### config.mk
export PLATFORM = sky130hd
export DESIGN_NAME = dfm_mover
export DESIGN_NICKNAME = d
export VERILOG_FILES = /design/src/rtl/dfm_pkg.sv /design/src/rtl/dfm_step.sv /design/src/rtl/dfm_digit_chk.sv /design/src/rtl/dfm_mover.sv
export SDC_FILE = /design/constraint.sdc
export NUM_CORES = 1
export LEC_CHECK = 0
export BUFFER_PORTS_ARGS = -buffer_cell sky130_fd_sc_hd__buf_4
export CAP_MARGIN = 20
export CORE_MARGIN = 4
export CORE_UTILIZATION = 45
export DETAILED_ROUTE_END_ITERATION = 12
export GPL_ROUTABILITY_DRIVEN = 0
export HOLD_SLACK_MARGIN = 0.02
export PLACE_DENSITY_LB_ADDON = 0.25
export SLEW_MARGIN = 20
export SYNTH_ARGS = -nofsm -noshare
export SYNTH_HDL_FRONTEND = slang
export SYNTH_SLANG_ARGS = --single-unit
### constraint.sdc
create_clock -name clk -period 3.15 [get_ports clk]
set_input_delay 0.1575 -clock clk [delete_from_list [all_inputs] [get_ports clk]]
set_output_delay 0.1575 -clock clk [all_outputs]
set_load 0.005 [all_outputs]
### src/rtl/dfm_pkg.sv
package dfm_pkg;
    typedef logic [5:0] digit_t;

    localparam int     CHK_BIT  = 5;
    localparam int     FLAG_BIT = 4;
    localparam digit_t REC_MARK = 6'b101010;

    typedef enum logic [2:0] {
        S_IDLE,
        S_FETCH,
        S_STORE,
        S_FINISH,
        S_PERR,
        S_AERR
    } state_t;
endpackage

### src/rtl/dfm_step.sv
module dfm_step #(
    parameter int NDIG    = 5,
    parameter int TOP_MAX = 1
) (
    input  logic [4*NDIG-1:0] addr_i,
    input  logic              down_i,
    output logic [4*NDIG-1:0] next_o,
    output logic              oob_o
);
    localparam int AW = 4 * NDIG;

    always_comb begin
        logic       cy;
        logic [3:0] d;
        cy     = 1'b1;
        next_o = addr_i;
        for (int i = 0; i < NDIG; i++) begin
            d = addr_i[4*i +: 4];
            if (cy) begin
                if (down_i) begin
                    if (d == 4'd0) begin
                        d  = 4'd9;
                        cy = 1'b1;
                    end else begin
                        d  = d - 4'd1;
                        cy = 1'b0;
                    end
                end else begin
                    if (d == 4'd9) begin
                        d  = 4'd0;
                        cy = 1'b1;
                    end else begin
                        d  = d + 4'd1;
                        cy = 1'b0;
                    end
                end
            end
            next_o[4*i +: 4] = d;
        end
        oob_o = cy || (next_o[AW-1 -: 4] > 4'(TOP_MAX));
    end
endmodule

### src/rtl/dfm_digit_chk.sv
module dfm_digit_chk
    import dfm_pkg::*;
(
    input  digit_t dig_i,
    output logic   par_ok_o,
    output logic   flag_o,
    output logic   recmark_o
);
    always_comb begin
        par_ok_o  = ^dig_i;
        flag_o    = dig_i[FLAG_BIT];
        recmark_o = (dig_i == REC_MARK);
    end
endmodule

### src/rtl/dfm_mover.sv
module dfm_mover
    import dfm_pkg::*;
#(
    parameter int NDIG    = 5,
    parameter int TOP_MAX = 1,
    localparam int AW     = 4 * NDIG
) (
    input  logic          clk,
    input  logic          rst_n,
    input  logic          start,
    input  logic          rec_mode,
    input  logic [AW-1:0] src_addr,
    input  logic [AW-1:0] dst_addr,
    output logic [AW-1:0] mem_addr,
    output logic          mem_re,
    output logic          mem_we,
    output logic [5:0]    mem_wdata,
    input  logic [5:0]    mem_rdata,
    output logic          busy,
    output logic          done,
    output logic          par_err,
    output logic          addr_err
);
    state_t        state_q, state_d;
    logic [AW-1:0] src_q, dst_q, src_nxt, dst_nxt;
    logic          rec_q, first_q;
    logic          src_oob, dst_oob;
    logic          par_ok, flag_seen, recmark_seen, end_hit;

    dfm_step #(.NDIG(NDIG), .TOP_MAX(TOP_MAX)) i_src_step (
        .addr_i(src_q), .down_i(!rec_q), .next_o(src_nxt), .oob_o(src_oob));

    dfm_step #(.NDIG(NDIG), .TOP_MAX(TOP_MAX)) i_dst_step (
        .addr_i(dst_q), .down_i(!rec_q), .next_o(dst_nxt), .oob_o(dst_oob));

    dfm_digit_chk i_chk (
        .dig_i(mem_rdata), .par_ok_o(par_ok),
        .flag_o(flag_seen), .recmark_o(recmark_seen));

    assign end_hit = rec_q ? recmark_seen : (flag_seen && !first_q);

    always_comb begin
        state_d = state_q;
        unique case (state_q)
            S_IDLE:   if (start) state_d = S_FETCH;
            S_FETCH:  state_d = S_STORE;
            S_STORE: begin
                if (!par_ok)                state_d = S_PERR;
                else if (end_hit)           state_d = S_FINISH;
                else if (src_oob || dst_oob) state_d = S_AERR;
                else                        state_d = S_FETCH;
            end
            S_FINISH, S_PERR, S_AERR: state_d = S_IDLE;
            default:  state_d = S_IDLE;
        endcase
    end

    always_ff @(posedge clk or negedge rst_n) begin
        if (!rst_n) begin
            state_q <= S_IDLE;
            src_q   <= '0;
            dst_q   <= '0;
            rec_q   <= 1'b0;
            first_q <= 1'b0;
        end else begin
            state_q <= state_d;
            if (state_q == S_IDLE && start) begin
                src_q   <= src_addr;
                dst_q   <= dst_addr;
                rec_q   <= rec_mode;
                first_q <= 1'b1;
            end else if (state_q == S_STORE && state_d == S_FETCH) begin
                src_q   <= src_nxt;
                dst_q   <= dst_nxt;
                first_q <= 1'b0;
            end
        end
    end

    always_comb begin
        mem_addr  = '0;
        mem_re    = 1'b0;
        mem_we    = 1'b0;
        mem_wdata = mem_rdata;
        busy      = 1'b0;
        done      = 1'b0;
        par_err   = 1'b0;
        addr_err  = 1'b0;
        unique case (state_q)
            S_IDLE: ;
            S_FETCH: begin
                busy     = 1'b1;
                mem_re   = 1'b1;
                mem_addr = src_q;
            end
            S_STORE: begin
                busy     = 1'b1;
                mem_addr = dst_q;
                mem_we   = par_ok;
            end
            S_FINISH: done     = 1'b1;
            S_PERR:   par_err  = 1'b1;
            S_AERR:   addr_err = 1'b1;
            default: ;
        endcase
    end

    a_r6_write_odd_parity: assert property (@(posedge clk) disable iff (!rst_n)
        mem_we |-> ^mem_wdata);
    a_r2_write_after_read: assert property (@(posedge clk) disable iff (!rst_n)
        mem_we |-> $past(mem_re));
    a_r2_no_read_write_overlap: assert property (@(posedge clk) disable iff (!rst_n)
        !(mem_re && mem_we));
    a_r9_single_outcome: assert property (@(posedge clk) disable iff (!rst_n)
        $onehot0({done, par_err, addr_err}));
    a_r9_outcome_not_busy: assert property (@(posedge clk) disable iff (!rst_n)
        (done || par_err || addr_err) |-> !busy);
    a_r9_outcome_pulse: assert property (@(posedge clk) disable iff (!rst_n)
        (done || par_err || addr_err) |=> !(done || par_err || addr_err));
    a_r4_done_after_write: assert property (@(posedge clk) disable iff (!rst_n)
        done |-> $past(mem_we));
    a_r6_perr_without_write: assert property (@(posedge clk) disable iff (!rst_n)
        par_err |-> ($past(busy) && !$past(mem_we)));
    a_r7_addr_in_range: assert property (@(posedge clk) disable iff (!rst_n)
        (mem_re || mem_we) |-> (mem_addr[AW-1 -: 4] <= 4'(TOP_MAX)));
endmodule

==> results.json <==
{
  "dp.cells": 643,
  "synth_top_family_by_area": "compound AO/OA/AOI/OAI gates",
  "relSlewSlack": 0.5811,
  "rr_worst_depth": 8,
  "via_per_inst": 5.830,
  "die_area_um2": 10250,
  "p_per_area_nw_per_um2": 1001,
  "syn_area_um2": 3914,
  "dr.pass1.iters": 4,
  "fin_hold_ws_ns": 0.03258,
  "syn_to_final_growth_pct": 19.82,
  "nets": 599,
  "yosys-top-cells-count": "nand2_1 (62), dfrtp_1 (45), o21ai_0 (42)",
  "drcViolationCount": 0,
  "grt_usage": 0.2042,
  "finalCritPeriodShare": 0.8977,
  "grt_overflow": 0,
  "synthXorXnorAreaFrac": 0.06394,
  "setup_slack_ns": 0.3222,
  "initial_utilization": 0.4692,
  "wl_per_cell_um": 15.90,
  "path_clk_slew_ns": 0.10,
  "synthFlopType": "dfrtp_1",
  "power.leakage_nw": 1.966,
  "cp_data_arrival_time_ns": 3.02,
  "fp-row-count": 33,
  "synthCells": 494,
  "cp-start-kind": "flip-flop",
  "synth_compound_gate_area_share": 0.2676,
  "crit_start": "rec_q",
  "antenna_found_initial": 0,
  "finalNonFillerCells": 652,
  "hold_end": "rec_q",
  "synth_fp_nets": 547,
  "dp_hpwl_um": 7441,
  "fin_skew_ns": 0.008117,
  "crit_fanout": 27,
  "grt_pass1_vias": 3551,
  "path_class": "flip-flop to flip-flop",
  "finalMaxSlewViolations": 0,
  "hold_violations": 0,
  "core_area_um2": 8341,
  "ys.warnings.count": 0,
  "postRouteAntennaNets": 0,
  "drive_above_1_share": 0.2486,
  "worstHoldStart": "rec_mode",
  "post-synth-top-count-cell": "nand2_1",
  "min_period_ns": 2.828,
  "async_flop_share": 1.000,
  "fin_area_um2": 4690,
  "dpl-instance-area_um2": 4542,
  "cts_max_level": 2,
  "ys_types": 61,
  "reg2reg_to": "src_q[0]",
  "num_antenna_cells": 0,
  "drv_cap": 0,
  "grt_max_degree": 46,
  "synth_top_area_frac": 0.2877,
  "hold_path_class": "input port to flip-flop",
  "numCtsBuffers": 5,
  "timing.rr.start": "rec_q",
  "num_vias": 3801,
  "holdPathStages": 3,
  "die_w_um": 101.3,
  "pre_cts_slack_ns": 0.3358,
  "yosys.area.top_type": "dfrtp_1",
  "synth_edf_count": 0,
  "r2r_slack_ns": 0.32,
  "setup_viol": 0,
  "cp-end-kind": "flip-flop",
  "avgSynthCellArea_um2": 7.923,
  "ir_drop_mv": 0.5992,
  "cts_sinks": 45,
  "drt-initial-drc-count": 212,
  "fin_tns_setup_ns": 0,
  "cts-root-buf": "clkbuf_8",
  "synthTopCellsByArea": "dfrtp_1 (29%), nand2_1 (5.9%), o21ai_0 (5.4%)",
  "grt_first_pass_wirelength_um": 17020,
  "synth_adder_area_share": 0.009591,
  "clkLatencyLatePin_ns": 0.30,
  "fmax_mhz": 353.6,
  "io_buffer_count": 81,
  "wl_um": 10370,
  "cp.required_ns": 3.34,
  "yosys.area_share.simple": 0.2471,
  "cts_tree": "done",
  "outcome": "finished, final reports clean",
  "ys_seq_elements": 45,
  "die_h_um": 101.3,
  "yosysSeqAreaShare": 0.2877,
  "clk_path_buf_depth": 2,
  "io_pins": 82,
  "synthMuxAreaShare": 0.03964,
  "grt_setup_unrepaired": "no",
  "tightest_slew_ns": 0.6284
}
-- state kept, by name, summed over array words and instances, names as in the netlist --
register,flops
dst_q,20
src_q,20
state_q,3
first_q,1
rec_q,1
-- area by class of cell --
class / count / area (um^2)
multi-input cells: 377 / 2469
well taps: 105 / 131.4
clock inverters: 3 / 68.82
clock buffers: 5 / 68.82
flip-flops and latches: 45 / 1127
repair buffers: 102 / 768.2
inverters: 15 / 56.30
fillers: 799 / 3651
-- how the worst max path moves through the flow --
stage	cells past startpoint	end	slack (ns)
after floorplan	8	dst_q[13]	0.56
after CTS	8	src_q[13]	0.31
after global placement	8	src_q[13]	0.37
after detailed placement	8	src_q[13]	0.34
final	8	src_q[0]	0.32
after global routing	8	src_q[1]	0.06
-- timing repair --
action / CTS / global route
endpoints found under the hold margin: 45 / 0
setup endpoints to repair: 0 / 0
resized for setup: 0 / 0
buffers inserted: 0 / 0
hold buffers: 1 / 0
-- worst max-delay path, stage by stage, from the launching register on --
cell      delay [ns]
dfrtp_2         0.65
buf_4           0.25
nand3_1         0.10
a211oi_2        0.38
nand4_2         0.21
mux2i_4         0.30
nor3_2          0.33
nor2_1          0.16
a221o_1         0.32
-- per-stage QoR --
step / util / total power, W
2_1_floorplan: - / 0.003373
3_3_place_gp: 0.5446 / 0.004062
3_5_place_dp: 0.5446 / 0.004158
4_1_cts: 0.5623 / 0.004715
5_1_grt: 0.5623 / 0.005123
6_report: 0.5623 / 0.004696
-- layer usage --
metal | track usage | part of all wire | vias to the layer above
met3 | 0.03099 | 0.069 | 5
met5 | 0 | 0 | -
met4 | 0.04397 | 0.0049 | 0
li1 | - | - | 1892
met1 | 0.2794 | 0.44 | 1793
met2 | 0.3426 | 0.49 | 111
-- power breakdown --
| part | internal, W | switching (W) |
|---|---|---|
| registers | 0.000847 | 0.000624 |
| logic | 0.00130 | 0.00138 |
| clock network | 0.000320 | 0.000224 |
-- kinds of logic (layout without fill, tap and decap cells) --
logic type	Yosys count	in the layout
simple gates	189	189
compound gates	145	145
buf+inv	72	125
flops	45	45
xor+xnor	27	27
mux	13	13
fa+ha+maj	3	3
-- cells in the final DEF, fill, tap and decap left out, drive strengths merged, types with 2 or more instances in the layout --
cell type and count:
buf 101, nand2 62, o21ai 49, dfrtp 45, nor2 33, nand3 25
xnor2 22, a22o 21, a21oi 19, nor3 18, inv 16, mux2i 13
nand4 12, a211oi 12, or3 10, a221o 7, nor4 7, o211ai 6
clkbuf 5, o311ai 5, nand2b 4, and3 4, xor2 4, a22oi 4
o21a 3, a211o 3, nor2b 3, ha 3, a31o 3, nand3b 2
and4 2, o41ai 2, or2 2, nor4b 2, o22ai 2, bufinv 2
Power figures use the tool's default switching activity.
